**config.mk**
```make
export PLATFORM = sky130hd
export DESIGN_NAME = fdc_regset
export DESIGN_NICKNAME = d
export VERILOG_FILES = /design/src/rtl/fdcreg_pkg.sv /design/src/rtl/fdcreg_dp.sv /design/src/rtl/fdcreg_ctrl.sv /design/src/rtl/fdc_regset.sv
export SDC_FILE = /design/constraint.sdc
export NUM_CORES = 1
export LEC_CHECK = 0
export CORE_ASPECT_RATIO = 1.75
export CORE_UTILIZATION = 63
export CTS_CLUSTER_DIAMETER = 100
export DETAILED_ROUTE_END_ITERATION = 10
export DONT_BUFFER_PORTS = 1
export GPL_TIMING_DRIVEN = 0
export PLACE_DENSITY_LB_ADDON = 0.1
export SETUP_SLACK_MARGIN = 0.05
export SLEW_MARGIN = 20
export SYNTH_ARGS = -nofsm -noshare
export SYNTH_HDL_FRONTEND = slang
export SYNTH_SLANG_ARGS = --single-unit
```
**constraint.sdc**
```tcl
create_clock -name clk -period 2.3 [get_ports clk]
set_clock_uncertainty 0.15 [all_clocks]
set_input_delay 0.345 -clock clk [delete_from_list [all_inputs] [get_ports clk]]
set_output_delay 0.345 -clock clk [all_outputs]
set_load 0.05 [all_outputs]
```
**src/rtl/fdcreg_pkg.sv**
```systemverilog
package fdcreg_pkg;
  timeunit 1ns;
  timeprecision 1ps;

  localparam int BYTE_W = 8;

  // register addresses; read and write meaning share some of them
  localparam logic [2:0] ADR_DATA  = 3'd0;
  localparam logic [2:0] ADR_MARK  = 3'd1;
  localparam logic [2:0] ADR_CRCER = 3'd2; // write: CRC token, read: error
  localparam logic [2:0] ADR_PARAM = 3'd3;
  localparam logic [2:0] ADR_MCLR  = 3'd6; // write: clear mode bits, read: mode
  localparam logic [2:0] ADR_MSET  = 3'd7; // write: set mode bits, read: handshake

  localparam logic [BYTE_W-1:0] ERR_MARKRD = 8'h02;
  localparam logic [BYTE_W-1:0] ERR_ACCESS = 8'h04;

  localparam int MODE_FLUSH = 0;
  localparam int MODE_WRDIR = 4;
  localparam int MODE_HEAD  = 5;
  localparam int MODE_SELEN = 7;

  typedef struct packed {
    logic              crcZero;
    logic              crcIns;
    logic              mark;
    logic [BYTE_W-1:0] data;
  } tagEntry_t;

  typedef struct packed {
    logic              push;
    logic              pop;
    logic              flush;
    logic              parWr;
    logic              parRd;
    tagEntry_t         pushEntry;
    logic [BYTE_W-1:0] parData;
  } dpStrobe_t;
endpackage

```
**src/rtl/fdcreg_dp.sv**
```systemverilog
module fdcreg_dp
  import fdcreg_pkg::*;
#(
  parameter int DEPTH  = 2,
  parameter int PARAMS = 16,
  localparam int PW = (DEPTH > 1) ? $clog2(DEPTH) : 1,
  localparam int CW = $clog2(DEPTH + 1),
  localparam int IW = $clog2(PARAMS)
) (
  input  logic              clk,
  input  logic              rst,
  input  dpStrobe_t         stb,
  output tagEntry_t         headEntry,
  output tagEntry_t         newestEntry,
  output logic [CW-1:0]     count,
  output logic [BYTE_W-1:0] paramOut
);
  timeunit 1ns;
  timeprecision 1ps;

  tagEntry_t         slots [DEPTH];
  logic [PW-1:0]     wrPtr, rdPtr;
  logic [BYTE_W-1:0] pram [PARAMS];
  logic [IW-1:0]     pIdx;

  function automatic logic [PW-1:0] nextPtr(input logic [PW-1:0] p);
    return (p == PW'(DEPTH - 1)) ? '0 : p + 1'b1;
  endfunction

  function automatic logic [PW-1:0] prevPtr(input logic [PW-1:0] p);
    return (p == '0) ? PW'(DEPTH - 1) : p - 1'b1;
  endfunction

  // storage slots, one write enable each
  for (genvar i = 0; i < DEPTH; i++) begin : g_slot
    always_ff @(posedge clk) begin
      if (stb.push && wrPtr == PW'(i))
        slots[i] <= stb.pushEntry;
    end
  end

  always_ff @(posedge clk) begin
    if (rst || stb.flush) begin
      wrPtr <= '0;
      rdPtr <= '0;
      count <= '0;
    end else begin
      if (stb.push) wrPtr <= nextPtr(wrPtr);
      if (stb.pop)  rdPtr <= nextPtr(rdPtr);
      case ({stb.push, stb.pop})
        2'b10:   count <= count + CW'(1);
        2'b01:   count <= count - CW'(1);
        default: count <= count;
      endcase
    end
  end

  assign headEntry   = slots[rdPtr];
  assign newestEntry = slots[prevPtr(wrPtr)];

  // parameter RAM with self-advancing index
  always_ff @(posedge clk) begin
    if (stb.parWr)
      pram[pIdx] <= stb.parData;
  end

  always_ff @(posedge clk) begin
    if (rst)
      pIdx <= '0;
    else if (stb.parWr || stb.parRd)
      pIdx <= pIdx + 1'b1;
  end

  assign paramOut = pram[pIdx];
endmodule

```
**src/rtl/fdcreg_ctrl.sv**
```systemverilog
module fdcreg_ctrl
  import fdcreg_pkg::*;
#(
  parameter int DEPTH = 2,
  localparam int CW = $clog2(DEPTH + 1)
) (
  input  logic              clk,
  input  logic              rst,
  input  logic [2:0]        regAddr,
  input  logic              rdStrobe,
  input  logic              wrStrobe,
  input  logic [BYTE_W-1:0] wrData,
  input  logic              engPushReq,
  input  tagEntry_t         engPushEntry,
  input  logic              engPopReq,
  input  logic [CW-1:0]     fifoCount,
  input  tagEntry_t         headEntry,
  input  tagEntry_t         newestEntry,
  input  logic [BYTE_W-1:0] paramOut,
  input  logic              writeProtect,
  input  logic              drivePresent,
  output dpStrobe_t         stb,
  output logic [BYTE_W-1:0] rdData,
  output logic              engPushFail,
  output logic              engPopFail,
  output tagEntry_t         engPopEntry,
  output logic [1:0]        driveSel,
  output logic              headSel,
  output logic [BYTE_W-1:0] errState,
  output logic [BYTE_W-1:0] modeState
);
  timeunit 1ns;
  timeprecision 1ps;

  logic              isFull, isEmpty, isOne;
  logic              cpuPush, cpuPop;
  tagEntry_t         cpuEntry;
  logic [BYTE_W-1:0] errHit, errQ, modeQ, handshake, readMux;

  assign isFull  = (fifoCount == CW'(DEPTH));
  assign isEmpty = (fifoCount == '0);
  assign isOne   = (fifoCount == CW'(1));

  assign cpuPush = wrStrobe && (regAddr == ADR_DATA || regAddr == ADR_MARK ||
                                regAddr == ADR_CRCER);
  assign cpuPop  = rdStrobe && (regAddr == ADR_DATA || regAddr == ADR_MARK);

  always_comb begin
    cpuEntry = '0;
    case (regAddr)
      ADR_DATA: cpuEntry.data = wrData;
      ADR_MARK: begin
        cpuEntry.mark = 1'b1;
        cpuEntry.data = wrData;
      end
      ADR_CRCER: cpuEntry.crcIns = 1'b1;
      default: cpuEntry = '0;
    endcase
  end

  // strobes toward the datapath
  always_comb begin
    stb           = '0;
    stb.push      = (cpuPush || engPushReq) && !isFull;
    stb.pushEntry = cpuPush ? cpuEntry : engPushEntry;
    stb.pop       = (cpuPop || engPopReq) && !isEmpty;
    stb.flush     = modeQ[MODE_FLUSH];
    stb.parWr     = wrStrobe && regAddr == ADR_PARAM;
    stb.parRd     = rdStrobe && regAddr == ADR_PARAM;
    stb.parData   = wrData;
  end

  assign engPushFail = engPushReq && (cpuPush || isFull);
  assign engPopFail  = engPopReq && (cpuPop || isEmpty);
  assign engPopEntry = isEmpty ? '0 : headEntry;

  // error sources of this cycle
  always_comb begin
    errHit = '0;
    if (cpuPush && isFull)  errHit = errHit | ERR_ACCESS;
    if (cpuPop && isEmpty)  errHit = errHit | ERR_ACCESS;
    if (rdStrobe && regAddr == ADR_DATA && !isEmpty && headEntry.mark)
      errHit = errHit | ERR_MARKRD;
  end

  always_ff @(posedge clk) begin
    if (rst)
      errQ <= '0;
    else if (rdStrobe && regAddr == ADR_CRCER)
      errQ <= '0;
    else if (errQ == '0)
      errQ <= errHit;
  end

  always_ff @(posedge clk) begin
    if (rst)
      modeQ <= '0;
    else if (wrStrobe && regAddr == ADR_MCLR)
      modeQ <= modeQ & ~wrData;
    else if (wrStrobe && regAddr == ADR_MSET)
      modeQ <= modeQ | wrData;
  end

  always_comb begin
    handshake = '0;
    if (!isEmpty) begin
      handshake[0] = newestEntry.mark;
      handshake[1] = !newestEntry.crcZero;
    end
    handshake[3] = writeProtect || !drivePresent;
    handshake[5] = (errQ != '0);
    if (modeQ[MODE_WRDIR]) begin
      if (isEmpty)    handshake[7:6] = 2'b11;
      else if (isOne) handshake[7:6] = 2'b10;
    end else begin
      if (isFull)     handshake[7:6] = 2'b11;
      else if (isOne) handshake[7:6] = 2'b10;
    end
  end

  always_comb begin
    case (regAddr)
      ADR_DATA, ADR_MARK: readMux = isEmpty ? 8'hFF : headEntry.data;
      ADR_CRCER:          readMux = errQ;
      ADR_PARAM:          readMux = paramOut;
      ADR_MCLR:           readMux = modeQ;
      ADR_MSET:           readMux = handshake;
      default:            readMux = '0;
    endcase
  end

  assign rdData    = rdStrobe ? readMux : '0;
  assign driveSel  = modeQ[MODE_SELEN] ? modeQ[2:1] : 2'b00;
  assign headSel   = modeQ[MODE_HEAD];
  assign errState  = errQ;
  assign modeState = modeQ;
endmodule

```
**src/rtl/fdc_regset.sv**
```systemverilog
module fdc_regset
  import fdcreg_pkg::*;
#(
  parameter int DEPTH  = 2,
  parameter int PARAMS = 16,
  localparam int EW = 3 + BYTE_W
) (
  input  logic              clk,
  input  logic              rst,
  input  logic [2:0]        regAddr,
  input  logic              rdStrobe,
  input  logic              wrStrobe,
  input  logic [BYTE_W-1:0] wrData,
  output logic [BYTE_W-1:0] rdData,
  input  logic              engPushReq,
  input  logic [EW-1:0]     engPushEntry,
  output logic              engPushFail,
  input  logic              engPopReq,
  output logic [EW-1:0]     engPopEntry,
  output logic              engPopFail,
  input  logic              writeProtect,
  input  logic              drivePresent,
  output logic [1:0]        driveSel,
  output logic              headSel
);
  timeunit 1ns;
  timeprecision 1ps;

  localparam int CW = $clog2(DEPTH + 1);

  dpStrobe_t         stb;
  tagEntry_t         headEntry, newestEntry, popEntry;
  logic [CW-1:0]     fifoCount;
  logic [BYTE_W-1:0] paramOut, errState, modeState;

  fdcreg_ctrl #(.DEPTH(DEPTH)) u_ctrl (
    .clk(clk), .rst(rst), .regAddr(regAddr), .rdStrobe(rdStrobe),
    .wrStrobe(wrStrobe), .wrData(wrData), .engPushReq(engPushReq),
    .engPushEntry(tagEntry_t'(engPushEntry)), .engPopReq(engPopReq),
    .fifoCount(fifoCount), .headEntry(headEntry), .newestEntry(newestEntry),
    .paramOut(paramOut), .writeProtect(writeProtect),
    .drivePresent(drivePresent), .stb(stb), .rdData(rdData),
    .engPushFail(engPushFail), .engPopFail(engPopFail),
    .engPopEntry(popEntry), .driveSel(driveSel), .headSel(headSel),
    .errState(errState), .modeState(modeState)
  );

  fdcreg_dp #(.DEPTH(DEPTH), .PARAMS(PARAMS)) u_dp (
    .clk(clk), .rst(rst), .stb(stb), .headEntry(headEntry),
    .newestEntry(newestEntry), .count(fifoCount), .paramOut(paramOut)
  );

  assign engPopEntry = popEntry;
endmodule

```
* After elaboration in Yosys (flattened, before gate mapping)
Memory sizes are Yosys's and may differ from the RTL's. A register that Yosys moved wholly into a read port is not among the register bits.
Index checks and enable logic that the tools add are counted.
** Operators by class
- Add/sub/neg operators :: 6
- Eq/ne operators :: 9
- Multiplexer cells :: 36
- Bitwise logic cells :: 4
- Reductions and logical operators :: 40
** Operator list (number)
- 8-bit two-way mux :: 5
- 8-bit one-hot mux with 5 select lines :: 1
- 11-bit two-way mux :: 3
- 1-bit logical AND :: 18
- 1-bit two-way mux :: 15
- 2-bit two-way mux :: 7
- 11-bit OR reduction :: 1
- 1-bit logical OR :: 9
- 8-bit bitwise AND :: 1
- 8-bit zero test :: 1
- 4-bit two-way mux :: 2
- 8-bit NOT :: 1
- 8-bit OR :: 1
- 8-bit nonzero test :: 1
- 3-bit by 2-bit equality test with 1-bit output (second input constant) :: 2
- 3-bit equality test (second input constant) :: 2
- 3-bit two-way mux :: 2
- 4-bit by 1-bit adder with 4-bit output (second input constant) :: 1
- 2-bit by 1-bit equality test with 1-bit output (second input constant) :: 2
- 2-bit equality test (second input constant) :: 2
- 1-bit zero test :: 4
- 2-bit one-hot mux with 2 select lines :: 1
- 2-bit nonzero test :: 2
- 2-bit OR reduction :: 2
- 8 further kinds :: 9
** Word-level totals
- Bits in registers :: 19
- RAM bits :: 150
- Input port bits :: 30
- Output and inout port bits :: 24
- Logic and storage cells :: 103
- Memories :: 2
** Memory list
- u_dp.pram :: depth 16, width 8, read ports 1, clocked after Yosys merged registers in 1, wr ports 1, RTL line fdcreg_dp.sv:23 : logic [BYTE_W-1:0] pram [PARAMS];
- u_dp.slots :: depth 2, width 11, read ports 2, clocked after Yosys merged registers in 1, wr ports 1, RTL line fdcreg_dp.sv:21 : tagEntry_t slots [DEPTH];

* Logic depth before layout (Yosys ltp)
- Word-level depth :: 11
- Gate-level depth with buffers :: 10
- Mapped depth without buffers :: 9

* Hierarchy
A second synthesis with hierarchy kept.
** Second synthesis, totals
- Cell total of the unflattened synthesis :: 515
- Area, all modules :: 7835.0 um^2
** By module, submodules not included
- fdcreg_dp :: instances 1, cells each 321, area each 6402.4 um^2, seq. area each 4764.6 um^2
- fdcreg_ctrl :: instances 1, cells each 194, area each 1432.6 um^2, seq. area each 200.2 um^2

* Worst setup path after synthesis
OpenSTA, ideal clock, no wires.
- Path kind :: register to output
- Start :: register with a tool-made name
- End :: output rdData[4]
- Arrival :: 2.229 ns
- Path slack :: -0.424 ns
- Cell stages (with the launch flop) :: 7
- Path buffers :: 3
- Path through :: dfxtp_1 -> buf_2 -> buf_2 -> buf_2 -> mux4_2 -> mux2i_1 -> o21ai_0
** RTL lines
- end, declared :: RTL line fdc_regset.sv:14 : output logic [BYTE_W-1:0] rdData,

==> summary.md <==
| Metric | Value |
|---|---|
| Fin. Hold Viols | 0 |
| Nets | between 500 and 600 |
| Status | finished, violations left |
| DRT iter0 DRCs | between 300 and 400 |
| Initial Utilization | 65.6% |
| I/O pin count | 54 |
| Grt ovf | 0 |
| Worst slack at placement | -0.770 ns |
| Mean Syn Cell Area | approximately 15 µm² |
| Max clock buf depth | 2 |
| Sequential share of the synthesized area | between 60% and 70% |
| # DRC | 0 |
| CTS tree | done |
| P_leak | 2.92 nW |
| Post-Syn Area | 7360 µm² |
| DR vias | 4557 |
| Failing checks | negative setup slack |
| Wire per inst | roughly 28 µm |
| H-tree levels | 4 |
| Util after Layout | 80.1% |
| Drt via density | 6.69 |
| Max Clk Rate | 0.362 GHz |
| Placer's final routability congestion estimate | just under 1 |
| Hold WC Path Type | input pin to flip-flop |
| 1st-pass router iterations | 5 |
| Worst slew pin tran | 0.983 ns |
| Ys flop type | edfxtp_1 |
| Ys Warns | 0 |
| Worst path arrival time | about 2.3 ns |
| Share of layout cells above drive strength 1 | 28.2% |
| CTS Root Cell | clkbuf_16 |
| Top-count cell post-synth | edfxtp_1 |
| # setup viols final | 8 |
| Worst-path maximum fanout | 9 |
| Die H | 145 µm |
| Startpoint types | flip-flop |
| Layout area overhead | 22.2% |
| GRT Total Usage | 32.7% |
| Post-route ant nets | 0 |
| RSZ-0062 raised after global routing | yes |
| Cell variety after synth | 47 |
| Vias in the first global route | around 4700 |
| FF-to-FF path depth | 3 |
| Final total power | 8.20 mW |
| Crit Path Category | flip-flop to output port |
| Hold Path Stages | 2 |
| Chip width | 83.7 µm |
| Total CTS buffers | 17 |
| Largest net degree at the start of global routing | 20 |
| Post-synth top area share | 61.2% |
| Worst Setup Slack, final | -0.459 ns |
| Crit path time final | 2.76 ns |
| Post-Syn Instances | 487 |
| CP Data Required Time | 1.80 ns |
| Asr flop ratio synth | 0% |
| Setup crit end kind | output port |
| Yosys reg bits | 173 |
| PortBufs | 0 |
| Maximum VDD drop | 0.000860 V |
| Fin crit share | 120% |
| Worst skew pair latency | 0.42 ns |
| Synth top cells by count | 150 x edfxtp_1, 50 x nand2_1, 48 x nor2_1 |
| DRT Wirelength | ~19 mm |
| Rows | 51 |
| PwrDens | 912 nW/µm² |
| Slew headroom | between 30% and 40% |
| Clock sink total | between 150 and 200 |
| Dpl hpwl | 11.6 mm |
| Initial antenna violation count | 0 |
| Maxcap violations | 0 |
| Slew Viols, Final | 0 |
| Total die area | 12100 µm² |
| Post-synth EDFFs | 150 |
| First-pass GRT wire length | 28.1 mm |
| Synth area leaders | edfxtp_1 61%, dfxtp_1 6.3%, mux4_1 5.7% |
| Ant diodes | 0 |
| Clock-pin slew on the worst setup and hold paths | 0.07 ns |
| Leading area contributor after synthesis | edfxtp_1 |
| Mapped Nets | 525 |
| Core Region | 11200 µm² |
-- cell usage in the layout (no fill, tap or decap), drive strengths merged, types with 3 or more instances in the layout --
master       count
a2111oi          3
a21oi           17
a221oi           6
a31oi            5
and2             3
buf             24
clkbuf          31
clkinv           5
dfxtp           23
dlygate4sd3     19
edfxtp         150
ha               8
inv             19
mux2i           24
mux4            30
nand2           50
nand2b           6
nand3           19
nor2            48
nor2b            4
nor3            11
o21a             3
o21ai            5
o21bai           3
o22ai            3
o2bb2ai          4
xor2             5
-- registers in the layout, summed over array words and instances, names as in the netlist, named ones only --
register / cells
u_dp.pram: 128
u_dp.pIdx: 4
u_dp.slots: 22
u_dp.rdPtr: 1
u_dp.wrPtr: 1
u_ctrl.errState: 2
u_dp.count: 2
-- worst max-delay path, stage by stage (launching register included) --
cell and delay, ns:
dfxtp_2 0.34, buf_12 0.15, buf_12 0.14, mux4_2 0.55
a221oi_4 0.43, o2bb2ai_4 0.22
-- path summary, 6_finish.rpt --
check | from | endpoint | slack (ns)
worst min register to register | flip-flop | flip-flop | 0.31
worst max register to register | u_dp.pIdx[2] | u_dp.pram[12][5] | 0.06
worst min-delay path | wrData[0] | u_dp.slots[0][0] | 0.02
worst max-delay path | flip-flop | rdData[0] | -0.46
-- metrics by stage --
| stage | TNS [ns] | hold slack, ns | cells | cell area, µm² |
|---|---|---|---|---|
| 6_report | -3.22 | 0.0203 | 681 | 9000 |
| 5_1_grt | -3.79 | 0.0392 | 681 | 9000 |
| 4_1_cts | -3.43 | 0.000273 | 679 | 8850 |
| 3_5_place_dp | -6.22 | 0.295 | 619 | 7560 |
| 3_3_place_gp | -15.71 | 0.295 | 619 | 7540 |
| 2_1_floorplan | -0.371 | 0.286 | 487 | 7380 |
-- per-layer routing --
metal / vias up / GRT usage [%] / part of all wire [%]
met2: 250 / 58.0 / 54
met4: 0 / 17.1 / 5.0
li1: 1967 / - / -
met5: - / 0 / 0
met3: 65 / 7.68 / 7.5
met1: 2275 / 35.8 / 33
-- logic make-up (layout without fill, tap and decap cells) --
logic type	Yosys count	in the layout	share of synthesized area, %
AND/OR/NAND/NOR	145	145	8.62
multiplexers	56	56	13.6
adder cells (fa/ha/maj)	8	8	1.36
XOR/XNOR	7	7	0.833
buffers and inverters	38	100	2.53
flip-flops	173	173	67.4
AO/OA/AOI/OAI	60	60	5.66
-- timing repair --
action,CTS,global route
endpoints found under the setup margin,45,37
gates resized for setup,102,27
hold buffers,19,0
gates cloned,0,2
pin swaps,17,12
hold endpoints to repair,154,0
buffers inserted,11,0
-- power by group --
| group | leakage, nW | internal (mW) | switching [mW] |
|---|---|---|---|
| Combinational | 1.08 | 0.524 | 1.17 |
| Clock | 0.293 | 1.56 | 1.30 |
| Sequential | 1.55 | 3.56 | 0.0831 |
| Total | 2.92 | 5.65 | 2.56 |
-- layout make-up --
class / count / area, µm²
flip-flops and latches: 173 / 4970
clock inverters: 15 / 174
well taps: 132 / 165
repair buffers: 32 / 347
clock buffers: 17 / 425
plain buffers: 25 / 206
multi-input cells: 276 / 2670
inverters: 11 / 42.5
fillers: 579 / 2230
(Power assumes the default switching activity.)
